==> config.mk <==
export PLATFORM = sky130hd
export DESIGN_NAME = regsize_ctrl
export DESIGN_NICKNAME = d
export VERILOG_FILES = /design/src/rtl/regsize_pkg.sv /design/src/rtl/regsize_rst_sync.sv /design/src/rtl/regsize_flag_state.sv /design/src/rtl/regsize_width_dec.sv /design/src/rtl/regsize_status_pack.sv /design/src/rtl/regsize_ctrl.sv
export SDC_FILE = /design/constraint.sdc
export NUM_CORES = 1
export LEC_CHECK = 0
export BUFFER_PORTS_ARGS = -buffer_cell sky130_fd_sc_hd__buf_4
export CORE_UTILIZATION = 33
export CTS_CLUSTER_SIZE = 40
export DETAILED_ROUTE_END_ITERATION = 6
export PLACE_DENSITY = 0.72
export SYNTH_ARGS = -nofsm -noshare
export SYNTH_HDL_FRONTEND = slang
export SYNTH_SLANG_ARGS = --single-unit
==> constraint.sdc <==
create_clock -name clk -period 0.8 [get_ports clk]
set_input_delay 0.08 -clock clk [delete_from_list [all_inputs] [get_ports clk]]
set_output_delay 0.08 -clock clk [all_outputs]
set_load 0.02 [all_outputs]
==> src/rtl/regsize_pkg.sv <==
package regsize_pkg;

  typedef enum logic [1:0] {
    WID_8  = 2'b00,
    WID_16 = 2'b01,
    WID_32 = 2'b10
  } width_e;

  typedef struct packed {
    logic sec16;
    logic sec8;
    logic m;
    logic x;
    logic c;
    logic v;
  } mode_flags_t;

endpackage

==> src/rtl/regsize_rst_sync.sv <==
module regsize_rst_sync #(
  parameter int STAGES = 2
) (
  input  logic clk,
  input  logic rst_n,
  output logic rst_n_sync
);

  logic [STAGES-1:0] chain_q;

  always_ff @(posedge clk or negedge rst_n) begin
    if (!rst_n) chain_q <= '0;
    else        chain_q <= {chain_q[STAGES-2:0], 1'b1};
  end

  assign rst_n_sync = chain_q[STAGES-1];

endmodule

==> src/rtl/regsize_flag_state.sv <==
module regsize_flag_state
  import regsize_pkg::*;
#(
  parameter int SW    = 8,
  parameter int M_POS = 5,
  parameter int X_POS = 4,
  parameter int V_POS = 6,
  parameter int C_POS = 0
) (
  input  logic          clk,
  input  logic          rst_n,
  input  logic          xchg_stb,
  input  logic          setb_stb,
  input  logic          clrb_stb,
  input  logic [SW-1:0] bit_mask,
  input  logic          pull_stb,
  input  logic [SW-1:0] pull_byte,
  input  logic          c_set,
  input  logic          c_clr,
  input  logic          v_set,
  input  logic          v_clr,
  output mode_flags_t   flags_q
);

  mode_flags_t flags_d;
  mode_flags_t after_xchg;
  mode_flags_t after_pull;
  mode_flags_t after_set;
  mode_flags_t after_clr;
  logic        legacy_now;
  logic        upd_en;

  assign legacy_now = flags_q.sec16 & flags_q.sec8;
  assign upd_en = xchg_stb | setb_stb | clrb_stb | pull_stb |
                  c_set | c_clr | v_set | v_clr;

  // Stage 1: exchange, whose effect depends on the current section
  always_comb begin
    after_xchg = flags_q;
    if (xchg_stb) begin
      after_xchg.sec8 = flags_q.c;
      after_xchg.c    = flags_q.sec8;
      if (!legacy_now) begin
        after_xchg.sec16 = flags_q.v;
        after_xchg.v     = flags_q.sec16;
      end
    end
  end

  // Stage 2: pull visible bits from the stack byte
  always_comb begin
    after_pull = after_xchg;
    if (pull_stb) begin
      after_pull.m = pull_byte[M_POS];
      after_pull.x = pull_byte[X_POS];
      after_pull.v = pull_byte[V_POS];
      after_pull.c = pull_byte[C_POS];
    end
  end

  // Stage 3: set masked bits
  always_comb begin
    after_set = after_pull;
    if (setb_stb) begin
      if (bit_mask[M_POS]) after_set.m = 1'b1;
      if (bit_mask[X_POS]) after_set.x = 1'b1;
      if (bit_mask[V_POS]) after_set.v = 1'b1;
      if (bit_mask[C_POS]) after_set.c = 1'b1;
    end
  end

  // Stage 4: clear masked bits
  always_comb begin
    after_clr = after_set;
    if (clrb_stb) begin
      if (bit_mask[M_POS]) after_clr.m = 1'b0;
      if (bit_mask[X_POS]) after_clr.x = 1'b0;
      if (bit_mask[V_POS]) after_clr.v = 1'b0;
      if (bit_mask[C_POS]) after_clr.c = 1'b0;
    end
  end

  // Stage 5: direct flag strobes (set dominates), then legacy forcing
  always_comb begin
    flags_d = after_clr;
    if (c_clr) flags_d.c = 1'b0;
    if (c_set) flags_d.c = 1'b1;
    if (v_clr) flags_d.v = 1'b0;
    if (v_set) flags_d.v = 1'b1;
    if (flags_d.sec16 && flags_d.sec8) begin
      flags_d.m = 1'b1;
      flags_d.x = 1'b1;
    end
  end

  always_ff @(posedge clk or negedge rst_n) begin
    if (!rst_n) begin
      flags_q <= '{sec16: 1'b1, sec8: 1'b1, m: 1'b1, x: 1'b1, c: 1'b0, v: 1'b0};
    end else if (upd_en) begin
      flags_q <= flags_d;
    end
  end

endmodule

==> src/rtl/regsize_width_dec.sv <==
module regsize_width_dec
  import regsize_pkg::*;
(
  input  mode_flags_t flags,
  output width_e      acc_w,
  output width_e      idx_w
);

  logic legacy;

  assign legacy = flags.sec16 & flags.sec8;

  always_comb begin
    if (legacy || flags.m)  acc_w = WID_8;
    else if (flags.sec16)   acc_w = WID_16;
    else if (flags.sec8)    acc_w = WID_32;
    else                    acc_w = WID_16;
  end

  always_comb begin
    if (legacy || flags.x)  idx_w = WID_8;
    else if (flags.sec16)   idx_w = WID_16;
    else                    idx_w = WID_32;
  end

endmodule

==> src/rtl/regsize_status_pack.sv <==
module regsize_status_pack
  import regsize_pkg::*;
#(
  parameter int SW    = 8,
  parameter int M_POS = 5,
  parameter int X_POS = 4,
  parameter int V_POS = 6,
  parameter int C_POS = 0
) (
  input  mode_flags_t   flags,
  output logic [SW-1:0] status
);

  for (genvar b = 0; b < SW; b++) begin : g_bit
    if (b == M_POS) begin : g_m
      assign status[b] = flags.m;
    end else if (b == X_POS) begin : g_x
      assign status[b] = flags.x;
    end else if (b == V_POS) begin : g_v
      assign status[b] = flags.v;
    end else if (b == C_POS) begin : g_c
      assign status[b] = flags.c;
    end else begin : g_zero
      assign status[b] = 1'b0;
    end
  end

endmodule

==> src/rtl/regsize_ctrl.sv <==
module regsize_ctrl
  import regsize_pkg::*;
#(
  parameter int SW          = 8,
  parameter int M_POS       = 5,
  parameter int X_POS       = 4,
  parameter int V_POS       = 6,
  parameter int C_POS       = 0,
  parameter int SYNC_STAGES = 2
) (
  input  logic          clk,
  input  logic          rst_n,
  input  logic          xchg_stb,
  input  logic          setb_stb,
  input  logic          clrb_stb,
  input  logic [SW-1:0] bit_mask,
  input  logic          pull_stb,
  input  logic [SW-1:0] pull_byte,
  input  logic          c_set,
  input  logic          c_clr,
  input  logic          v_set,
  input  logic          v_clr,
  output logic [1:0]    acc_width,
  output logic [1:0]    idx_width,
  output logic [SW-1:0] status_out,
  output logic          carry_out,
  output logic          ovf_out
);

  logic        rst_n_s;
  mode_flags_t flags;
  width_e      acc_w;
  width_e      idx_w;

  regsize_rst_sync #(.STAGES(SYNC_STAGES)) u_rst (
    .clk        (clk),
    .rst_n      (rst_n),
    .rst_n_sync (rst_n_s)
  );

  regsize_flag_state #(
    .SW(SW), .M_POS(M_POS), .X_POS(X_POS), .V_POS(V_POS), .C_POS(C_POS)
  ) u_flags (
    .clk       (clk),
    .rst_n     (rst_n_s),
    .xchg_stb  (xchg_stb),
    .setb_stb  (setb_stb),
    .clrb_stb  (clrb_stb),
    .bit_mask  (bit_mask),
    .pull_stb  (pull_stb),
    .pull_byte (pull_byte),
    .c_set     (c_set),
    .c_clr     (c_clr),
    .v_set     (v_set),
    .v_clr     (v_clr),
    .flags_q   (flags)
  );

  regsize_width_dec u_dec (
    .flags (flags),
    .acc_w (acc_w),
    .idx_w (idx_w)
  );

  regsize_status_pack #(
    .SW(SW), .M_POS(M_POS), .X_POS(X_POS), .V_POS(V_POS), .C_POS(C_POS)
  ) u_stat (
    .flags  (flags),
    .status (status_out)
  );

  assign acc_width = acc_w;
  assign idx_width = idx_w;
  assign carry_out = flags.c;
  assign ovf_out   = flags.v;

endmodule

==> metrics.md <==
| Metric | Value |
|---|---|
| Via count | `527` |
| Fin Hold WS | `around 0.016 ns` |
| Dominant synthesized flop cell | `dfstp_2` |
| Non-Filler Instances | `between 100 and 150` |
| Top sig layer | `met4` |
| Worst r2r dst | `u_flags.flags_q[0]` |
| Metal2 WL | `781 um` |
| Total CTS buffers | `3` |
| Area added between synthesis and finish | `84.1%` |
| R2r worst-path depth | `4` |
| Buf+Inv Stages, Crit Path | `2` |
| Top delay family on crit path | `flip-flops` |
| CTS max path bufs | `2` |
| Power Dens Cells | `1660 nW/um2` |
| Final wirelength | `roughly 1400 um` |
| Largest family of logic cells by synthesized area | `compound AO/OA/AOI/OAI gates` |
| Clk_lat worst skew | `about 0.26 ns` |
| Die H | `approximately 41 um` |
| Worst min-delay path endpoint | `u_flags.flags_q[1]` |
| # rows | `13` |
| Dpl cell area | `roughly 730 um2` |
| Achievable Freq | `roughly 0.78 GHz` |
| Final hold violation count | `0` |
| FFs w/ async S/R, synth | `100%` |
| Synth Area in Compound Gates | `around 21%` |
| Mean post-synth cell area | `9.72 um2` |
| Ys Warns | `0` |
| Maximum vdd drop | `between 0.001 and 0.0015 V` |
| Cells along the critical path | `buf_6 > nor3b_2 > buf_4` |
| Post-Synth Simple-Gate Area | `13.4%` |
| Finished Cell Area | `~900 um2` |
| DRC errors left | `0` |
| Total Neg Setup Slack | `-5.02 ns` |
| Starting Density | `between 30% and 40%` |
| Crit path kind | `flop to primary output` |
| Total power | `1.51 mW` |
| DIE WIDTH | `about 41 um` |
| Final core utilization | `around 68%` |
| Vias in the first global route | `488` |
| Critical Path End Type | `primary output` |
| CTS clock-pin slew for the worst setup and hold paths | `~0.060 ns` |
| Mapped Cells | `~50` |
| Post-synthesis adder-cell area fraction | `0%` |
| Top-count cell post-synth | `buf_4` |
| Initial antenna violation count | `0` |
| Clock sink count | `8` |
| Post-synthesis xor/xnor area fraction | `0%` |
| Routed len/inst | `approximately 13 um` |
| Final Setup Violations | `16` |
| Commonest cells in the netlist | `buf_4 (8), dfrtp_1 (4), dfstp_2 (4), nor2_1 (4)` |
| Period minus WS final | `approximately 1.3 ns` |
| Synth top area share | `between 20% and 30%` |
| Post-layout net count | `120` |
| WL met3 | `77 um` |
| WL met1 | `~500 um` |
| Mapped cell area | `495 um2` |
| Worst slack, placed | `-0.424 ns` |
| Worst EP arrival | `approximately 1.2 ns` |
| GRT Resource Usage Total | `21.5%` |
| Antenna Diode Count | `0` |
| Worst Hold Class | `input pin to flop` |
| # IOs | `40` |
| Worst path required time | `slightly above 0.7 ns` |
| Placed cell count | `95` |
| Largest area contributor in the netlist | `dfstp_2` |
| DP Wirelength | `910 um` |
| Grt ovf | `0` |
| Critical register-to-register path startpoint | `u_flags.flags_q[4]` |
| Post-synthesis cell type count | `24` |
| Violated checks | `setup timing` |
| Seq cells post-synth | `8` |
| Crit-path max cell delay | `~0.54 ns` |
| Root Driver | `clkbuf_4` |
| Largest net degree at the start of global routing | `8` |
| Antenna Nets Post-Route | `0` |
| Mux share of post-synthesis cell area | `roughly 8.3%` |
| Slowest CP cell | `dfstp_2` |
| DRT iter0 DRCs | `5` |
| EDFF count, synth | `0` |
| Status | `finished with violations` |
| IO Port Bufs | `27` |
| Hold Path Stages | `2` |
| Layout cells sized above 1 | `between 60 and 70%` |
| Max-cap violation count | `0` |
| Final period util | `160%` |
| RD Place Congestion | `roughly 0.77` |
| Routed vias/inst | `roughly 4.9` |
| CP max FO | `4` |
| Startpoint Class | `flop` |
| Stages on worst setup path | `3` |
| Post-synthesis sequential area ratio | `around two fifths` |
| Slew Limit Fails | `0` |
| Clock Skews | `roughly 0.0081 ns` |
| R2r setup slk | `-0.45 ns` |
| Min setup slack post-route | `-0.478 ns` |
| Pleak | `around 0.46 nW` |
| Die Area | `~1700 um2` |
| DR pass1 iterations | `4` |
| First-pass GRT wire length | `2150 um` |
| CTS tree | `yes` |
| Core Area | `between 1000 and 1500 um2` |
| Synth area leaders | `dfstp_2 (21%), dfrtp_1 (20%), buf_4 (12%)` |
| RSZ-0062 raised after global routing | `yes` |
| HP Start | `c_set` |
| H-tree level count | `1` |
[final cells by class]
| type | count | area, um2 |
|---|---|---|
| clock buffers | 4 | 26.3 |
| fillers | 112 | 438 |
| inverters | 2 | 7.51 |
| multi-input cells | 35 | 268 |
| flip-flops and latches | 8 | 206 |
| well taps | 15 | 18.8 |
| repair buffers | 44 | 385 |
[cell usage in the layout, fill, tap and decap left out, drive strengths merged, types with 2 or more instances in the layout]
master   n
a21oi    2
a21o     2
dfstp    4
a22o     3
clkbuf   4
dfrtp    4
conb     5
buf     43
a31oi    2
nor4     2
mux2i    3
inv      2
nor2     4
nand2    4
[sequential cells by signal, summed over array words and instances, names as in the netlist]
register / flops
u_flags.flags_q: 6
u_rst.chain_q: 2
[worst max path at each step]
stage / slack (ns) / to / from
final: -0.48 / acc_width[1] / u_flags.flags_q[4]
after global routing: -0.54 / acc_width[1] / u_flags.flags_q[4]
after CTS: -0.48 / acc_width[1] / u_flags.flags_q[4]
after detailed placement: -0.42 / u_flags.flags_q[0] / u_flags.flags_q[4]
after global placement: -0.40 / u_flags.flags_q[0] / u_flags.flags_q[4]
after floorplan: -0.42 / u_flags.flags_q[0] / u_flags.flags_q[4]
[logic make-up after synthesis]
logic type	count (synthesis)
DFF	8
muxes	4
and+or+nand+nor	13
buffers and inverters	11
other	2
AOI/OAI and AO/OA	13
[power breakdown]
| part | switching, mW | internal [mW] |
|---|---|---|
| combinational | 0.287 | 0.380 |
| sequential | 0.0390 | 0.473 |
| clock | 0.141 | 0.191 |
[routing by layer]
| metal | global-route usage (%) | vias to the layer above |
|---|---|---|
| li1 | - | 254 |
| met1 | 22.4 | 242 |
| met2 | 38.9 | 29 |
| met3 | 4.89 | 2 |
| met4 | 12.5 | 0 |
| met5 | 0 | - |
[what timing repair did]
action | 4_1_cts | 5_1_grt
resized for setup | 16 | 6
endpoints found under the hold margin | 2 | 0
hold buffers | 1 | 0
pin swaps | 3 | 3
buffers inserted | 5 | 3
gates cloned | 0 | 0
setup endpoints to repair | 16 | 16
Power figures use the tool's default switching activity.
